**config.mk**
```make
export PLATFORM = sky130hd
export DESIGN_NAME = usb_irq_hub
export DESIGN_NICKNAME = d
export VERILOG_FILES = /design/src/rtl/usb_irq_hub.sv
export SDC_FILE = /design/constraint.sdc
export NUM_CORES = 1
export LEC_CHECK = 0
export CAP_MARGIN = 20
export CORE_MARGIN = 4
export CORE_UTILIZATION = 48
export DETAILED_ROUTE_END_ITERATION = 8
export PLACE_DENSITY = 0.9
export SKIP_CTS_REPAIR_TIMING = 1
export SYNTH_ARGS = -nofsm -noshare
export SYNTH_HDL_FRONTEND = slang
export SYNTH_SLANG_ARGS = --single-unit
export TNS_END_PERCENT = 30
```
**constraint.sdc**
```tcl
create_clock -name clk -period 2.1 [get_ports clk]
set_input_delay 0.21 -clock clk [delete_from_list [all_inputs] [get_ports clk]]
set_output_delay 0.21 -clock clk [all_outputs]
set_load 0.02 [all_outputs]
```
**src/rtl/usb_irq_hub.sv**
```systemverilog
module usb_irq_hub #(
  parameter int AW  = 3,
  parameter int DW  = 8,
  parameter int NEV = 6,
  parameter int NSR = 3
) (
  input  logic          clk,
  input  logic          rst_n,
  input  logic [AW-1:0] reg_addr,
  input  logic          reg_we,
  input  logic [DW-1:0] reg_wdata,
  output logic [DW-1:0] reg_rdata,
  input  logic          ev_sof,
  input  logic          ev_eof2,
  input  logic          ev_hep0,
  input  logic [2:0]    ev_fep,
  input  logic          ev_gsusp,
  input  logic          ev_resume,
  input  logic          ev_rwake,
  output logic          irq
);
  localparam logic [AW-1:0] A_EVST = AW'(0);
  localparam logic [AW-1:0] A_EVMK = AW'(1);
  localparam logic [AW-1:0] A_EVAK = AW'(2);
  localparam logic [AW-1:0] A_SRST = AW'(3);
  localparam logic [AW-1:0] A_SREN = AW'(4);

  logic [NEV-1:0] ev_vec, evt_stat, evt_mask, ack_clr;
  logic [NSR-1:0] sr_vec, sr_stat, sr_en, sr_clr;

  assign ev_vec  = {ev_sof, ev_eof2, ev_hep0, ev_fep};
  assign sr_vec  = {ev_rwake, ev_resume, ev_gsusp};
  assign ack_clr = (reg_we && reg_addr == A_EVAK) ? reg_wdata[NEV-1:0] : '0;
  assign sr_clr  = (reg_we && reg_addr == A_SRST) ? reg_wdata[NSR-1:0] : '0;

  always_ff @(posedge clk or negedge rst_n) begin
    if (!rst_n) begin
      evt_stat <= '0;
      evt_mask <= '1;
      sr_stat  <= '0;
      sr_en    <= '0;
    end else begin
      evt_stat <= (evt_stat & ~ack_clr) | ev_vec;
      sr_stat  <= (sr_stat & ~sr_clr) | sr_vec;
      if (reg_we && reg_addr == A_EVMK) evt_mask <= reg_wdata[NEV-1:0];
      if (reg_we && reg_addr == A_SREN) sr_en    <= reg_wdata[NSR-1:0];
    end
  end

  always_comb begin
    reg_rdata = '0;
    case (reg_addr)
      A_EVST:  reg_rdata = {{(DW-NEV){1'b0}}, evt_stat};
      A_EVMK:  reg_rdata = {{(DW-NEV){1'b0}}, evt_mask};
      A_SRST:  reg_rdata = {{(DW-NSR){1'b0}}, sr_stat};
      A_SREN:  reg_rdata = {{(DW-NSR){1'b0}}, sr_en};
      default: reg_rdata = '0;
    endcase
  end

  assign irq = (|(evt_stat & ~evt_mask)) | (|(sr_stat & sr_en));

  a_r2_event_sets: assert property (@(posedge clk) disable iff (!rst_n)
    |ev_vec |=> ((evt_stat & $past(ev_vec)) == $past(ev_vec)));

  a_r3_direct_write_ignored: assert property (@(posedge clk) disable iff (!rst_n)
    (reg_we && reg_addr == A_EVST && ev_vec == '0) |=> $stable(evt_stat));

  a_r4_ack_clears: assert property (@(posedge clk) disable iff (!rst_n)
    (reg_we && reg_addr == A_EVAK && ev_vec == '0) |=>
      ((evt_stat & $past(reg_wdata[NEV-1:0])) == '0));

  a_r5_ack_reads_zero: assert property (@(posedge clk) disable iff (!rst_n)
    (reg_addr == A_EVAK) |-> (reg_rdata == '0));

  a_r8_sr_clears: assert property (@(posedge clk) disable iff (!rst_n)
    (reg_we && reg_addr == A_SRST && sr_vec == '0) |=>
      ((sr_stat & $past(reg_wdata[NSR-1:0])) == '0));

  a_r10_set_wins: assert property (@(posedge clk) disable iff (!rst_n)
    (|sr_vec) |=> ((sr_stat & $past(sr_vec)) == $past(sr_vec)));

  a_r11_irq_needs_flag: assert property (@(posedge clk) disable iff (!rst_n)
    irq |-> (evt_stat != '0 || sr_stat != '0));
endmodule

```
==> results of run 1 <==
-- critical path: stages (launching register included) --
cell and delay, ns:
dfstp_2 0.55, nor2b_1 0.05, a2111oi_2 0.36, nand3_1 0.12
clkdlybuf4s50_1 0.55
-- final cells by class --
cell class                      count  area, um2
Sequential cell                    18      457.9
Multi-Input combinational cell     63      454.2
Fill cell                         126      450.4
Timing Repair Buffer               37      360.3
Clock buffer                        4      36.28
Tap cell                           25      31.28
Inverter                            3      11.26
-- routing by layer --
metal,vias up,track usage [%]
met5,-,0
met4,0,8.085
met3,7,4.843
met2,37,30.37
met1,360,20.60
li1,388,-
-- path summary, 6_finish.rpt --
check / startpoint / to / slack (ns) / cells past startpoint
max in group asynchronous: rst_n / evt_mask[3]$_DFFE_PN1P_ / 1.61 / 2
min in group clk: ev_fep[2] / evt_stat[2]$_DFF_PN0_ / 0.47 / 2
max reg2reg: evt_mask[0]$_DFFE_PN1P_ / evt_mask[0]$_DFFE_PN1P_ / 1.21 / 2
min: rst_n / sr_en[1]$_DFFE_PN0P_ / 0.23 / 2
min reg2reg: evt_stat[1]$_DFF_PN0_ / evt_stat[1]$_DFF_PN0_ / 0.50 / 1
max: evt_mask[3]$_DFFE_PN1P_ / irq / -0.02 / 4
-- kinds of logic after synthesis --
group | Yosys count | synth area share [%]
simple gates | 28 | 16.95
compound gates | 21 | 15.25
flops | 18 | 47.72
mux | 12 | 13.69
buf+inv | 9 | 5.997
other cells | 1 | 0.3908
-- Yosys cell counts --
cell type  count  share of area, %
conb_1         1              0.39
o21ai_0        6               3.1
buf_6          1               1.2
nor2b_1        3               2.0
and2_4         1              0.91
buf_4          4               3.1
a21o_1         9               7.0
nor2_1         1              0.39
a222oi_1       1               1.0
a22oi_1        4               3.1
dfrtp_1       12                31
nor3_1         3               1.6
dfstp_2        6                16
mux2i_1        3               3.1
nor3b_4        1               2.0
nand3_1        4               2.1
and4bb_2       1               1.3
buf_2          1              0.52
and4b_1        1               1.0
mux2_2         3               3.5
nor4bb_1       1               1.0
nand2_1       12               4.7
a2111oi_0      1              0.91
mux2_1         6               7.0
inv_1          3               1.2
-- registers in the layout (all words and copies together), names as in the netlist --
signal / cells
sr_stat: 3
sr_en: 3
evt_mask: 6
evt_stat: 6
-- power by group --
group          total (mW)  switching, mW  internal [mW]
clock network       0.207          0.101          0.106
registers           0.435         0.0291          0.406
logic               0.202         0.0901          0.112
==> results.cfg, run 1 <==
[power_and_ir_drop]
power_leakage_nw = 0.5980
ir_drop_mv = 0.5361
power_mw = 0.8438
p_per_area_nw_per_um2 = 624.4

[sta]
rsz0062_at_grt = yes
setup_ws_ns = -0.02035
worst_hold_slack_ns = 0.2312
setup_tns_ns = -0.02035
setup_viol = 1
min_period_ns = 2.120
hold_viol = 0
fin_crit_sh_pct = 101.0
fmax_mhz = 471.6
clock-skew-final_ns = 0
report.final.slew_viol_count = 0

[grt]
grtUsageTotal_pct = 17.85
antenna_found_initial = 0
grt_pass1_wl_mm = 3.553
grt_pass1_vias = 808
grt_overflow = 0
grt_max_degree = 19

[yosys]
syn_inst = 89
ys.warnings.count = 0
synth.distinct_cells = 25
netlist_area_um2 = 959.7
syn_avg_cell_area_um2 = 10.78
synth-seq-cells = 18
ys_seq_area_share_pct = 47.72

[floorplan]
dieWidth_um = 52.72
die_h_um = 52.72
coreArea_um2 = 1802
start_util_pct = 53.26
io_pins = 32
fp.dieArea_um2 = 2779
rows = 15

[cells_and_area]
layout-drive-gt1-share_pct = 21.60
final_area_um2 = 1351
final_util_pct = 75.00
layout_common_cells = clkdlybuf4s50_1 (21), nand2_1 (12), dfrtp_1 (12)
area_delta_synth_final_pct = 40.81
fin_cells = 150
layout_commonest_cell = clkdlybuf4s50_1
diodes = 0
final_nets = 149

[job]
cap_violations = 0

[drt]
drc = 0
routed_wl_mm = 2.165
first_iter_violations = 17
vias_per_cell = 5.280
top_layer = met4
routed-wl-met2_mm = 1.041
post_drt_wl_per_cell_um = 14.43
met3_length_um = 183
antenna_left = 0
vias = 792
wl_met1_um = 883
dr.pass1.iters = 4

[run_status]
violations = negative setup slack
outcome = complete, but fails checks

[place]
place_inst = 146
gp_congestion = 0.8133
pre_cts_slack_ns = -0.1504
hpwl_mm = 1.686
placed_area_um2 = 1294
port_buffers = 27

[worst_setup_path]
crit_arrival_ns = 1.91
required_ns = 1.89
crit_fanout = 3
cp-end-kind = output pin
start_kind = flop
critical_path_class = reg -> out

[clock_tree]
cts_buffers = 3
cts_tree = yes
insertion_delay_ns = 0.29
cts_root_buffer = clkbuf_4
clk_pin_slew_ns = 0.10
cts.sinks = 18
cts_max_level = 1
clk_path_buf_depth = 2

[hold_path]
hold_path.class = in -> async
Power figures use the tool's default switching activity.
==> run 2, diff against run 1 <==
--- a/config.mk
+++ b/config.mk
@@ -7,9 +7,9 @@
 export LEC_CHECK = 0
 export CAP_MARGIN = 20
 export CORE_MARGIN = 4
-export CORE_UTILIZATION = 48
+export CORE_UTILIZATION = 40
 export DETAILED_ROUTE_END_ITERATION = 8
-export PLACE_DENSITY = 0.9
+export PLACE_DENSITY = 0.81
 export SKIP_CTS_REPAIR_TIMING = 1
 export SYNTH_ARGS = -nofsm -noshare
 export SYNTH_HDL_FRONTEND = slang
==> constraint.sdc (replaced) <==
create_clock -name clk -period 1.8 [get_ports clk]
set_input_delay 0.18 -clock clk [delete_from_list [all_inputs] [get_ports clk]]
set_output_delay 0.18 -clock clk [all_outputs]
set_load 0.02 [all_outputs]
==> run 2 against run 1 <==
Utilization decreased by 13 points. Critical path type unchanged. Flip-flop and latch count unchanged. Cell count increased by 6.0%. Largest cell class unchanged. Worst hold slack got worse by 0.018 ns. The run now ends clean. Clock power decreased by 11%. Highest routed layer unchanged. Wire length increased by 7.7%. Combinational power increased by 24%.
==> results.cfg, run 2 (same netlist as run 1, synthesis figures left out) <==
[run_status]
outcome = completed

[grt]
antenna_found_initial = 0
grt_pass1_vias = 912
grt_pass1_wl_mm = 3.877
grt_overflow = 0
grtUsageTotal_pct = 15.25
grt_max_degree = 19

[cells_and_area]
largestRegisters = evt_mask: 6 flops, evt_stat: 6 flops
layout_common_cells = clkdlybuf4s50_1 (18), buf_4 (17), nand2_1 (12), dfrtp_1 (12), a21o_1 (9)
final_nets = 156
regArea_um2 = 457.9
layout-drive-gt1-share_pct = 25.95
layout_commonest_cell = clkdlybuf4s50_1
fill_cells = 205
multi_input_area_um2 = 454.2
diodes = 0
area_delta_synth_final_pct = 45.24

[power_and_ir_drop]
p_clk_share_pct = 19.5
power_leakage_nw = 0.6301
p_switching_mw = 0.2535
swShare_pct = 26.87
combPwrFrac_pct = 26.5
p_per_area_nw_per_um2 = 676.9
ir_drop_mv = 0.5076
cellInternalPower_mw = 0.6900
seqPwrFrac_pct = 54.0
power_mw = 0.9435

[clock_tree]
clk_path_buf_depth = 2
insertion_delay_ns = 0.28
cts.sinks = 18
cts_max_level = 1
cts_tree = yes
cts_root_buffer = clkbuf_4
cts_buffers = 3
clk_pin_slew_ns = 0.09

[sta]
fin_crit_sh_pct = 97.00
min_period_ns = 1.746
clock-skew-final_ns = 0
setup_viol = 0
worst_hold_slack_ns = 0.2130
setup_ws_ns = 0.05404
report.final.slew_viol_count = 0
fmax_mhz = 572.8
rsz0062_at_grt = yes
hold_viol = 0

[worst_setup_path]
critical_path_class = reg -> out
required_ns = 1.62
start_kind = flop
cp-end-kind = output pin
regToRegSetupSlack_ns = 0.96
crit_fanout = 3
crit_arrival_ns = 1.57

[floorplan]
start_util_pct = 42.56
dieWidth_um = 56.98
rows = 17
coreArea_um2 = 2255
fp.dieArea_um2 = 3247
die_h_um = 56.98
io_pins = 32

[drt]
vias_per_cell = 5.314
post_drt_wl_per_cell_um = 14.66
routed_wl_mm = 2.331
antenna_left = 0
dr.pass1.iters = 4
vias = 845
first_iter_violations = 16
drc = 0

[place]
hpwl_mm = 1.894
pre_cts_slack_ns = -0.4503
port_buffers = 27
gp_congestion = 0.8119

[job]
cap_violations = 0

[hold_path]
hold_path.class = in -> async
[run 2: per-layer routing]
metal	global-route usage, %	up-vias	routed length (um)
met1	17.16	410	961
met4	5.960	0	8
met2	27.08	32	1190
met5	0	-	0
met3	4.299	2	171
li1	-	401	-
[run 2: final timing paths]
kind	start	end	depth (start not counted)
max	evt_mask[3]$_DFFE_PN1P_	irq	4
min	rst_n	evt_stat[2]$_DFF_PN0_	2
max reg2reg	evt_mask[1]$_DFFE_PN1P_	evt_mask[1]$_DFFE_PN1P_	2
min reg2reg	evt_mask[0]$_DFFE_PN1P_	evt_mask[0]$_DFFE_PN1P_	2
max in group asynchronous	rst_n	evt_mask[4]$_DFFE_PN1P_	2
min in group clk	ev_fep[2]	evt_stat[2]$_DFF_PN0_	2
[run 2: cell type report]
| class | instances | area share (%) |
|---|---|---|
| clock buffer | 3 | 1.616 |
| inverter | 3 | 0.8079 |
| multi-input combinational | 63 | 32.59 |
| sequential | 18 | 32.85 |
| tap | 28 | 2.513 |
| timing repair buffer | 44 | 29.62 |
[run 2: per-stage QoR]
step	cell area (um2)	TNS, ns	util [%]	std cells
after CTS	1373	-2.343	60.88	159
after global placement	1350	-2.113	59.88	156
after detailed placement	1350	-2.527	59.88	156
after global routing	1394	-0.1051	61.82	159
final	1394	0	61.82	159
after floorplan	963.4	0	-	90
[run 2: critical path, stage by stage (launching register included)]
cell            delay (ns)
dfstp_2               0.55
nor2b_1               0.05
a2111oi_2             0.34
nand3_1               0.12
dlymetal6s2s_1        0.22
[run 2: power by group through the flow]
stage	Sequential (mW)	Clock (mW)	Combinational, mW
2_1_floorplan	0.502	0	0.128
3_3_place_gp	0.510	0	0.243
3_5_place_dp	0.515	0	0.250
4_1_cts	0.507	0.199	0.251
5_1_grt	0.514	0.216	0.276
6_report	0.509	0.184	0.250
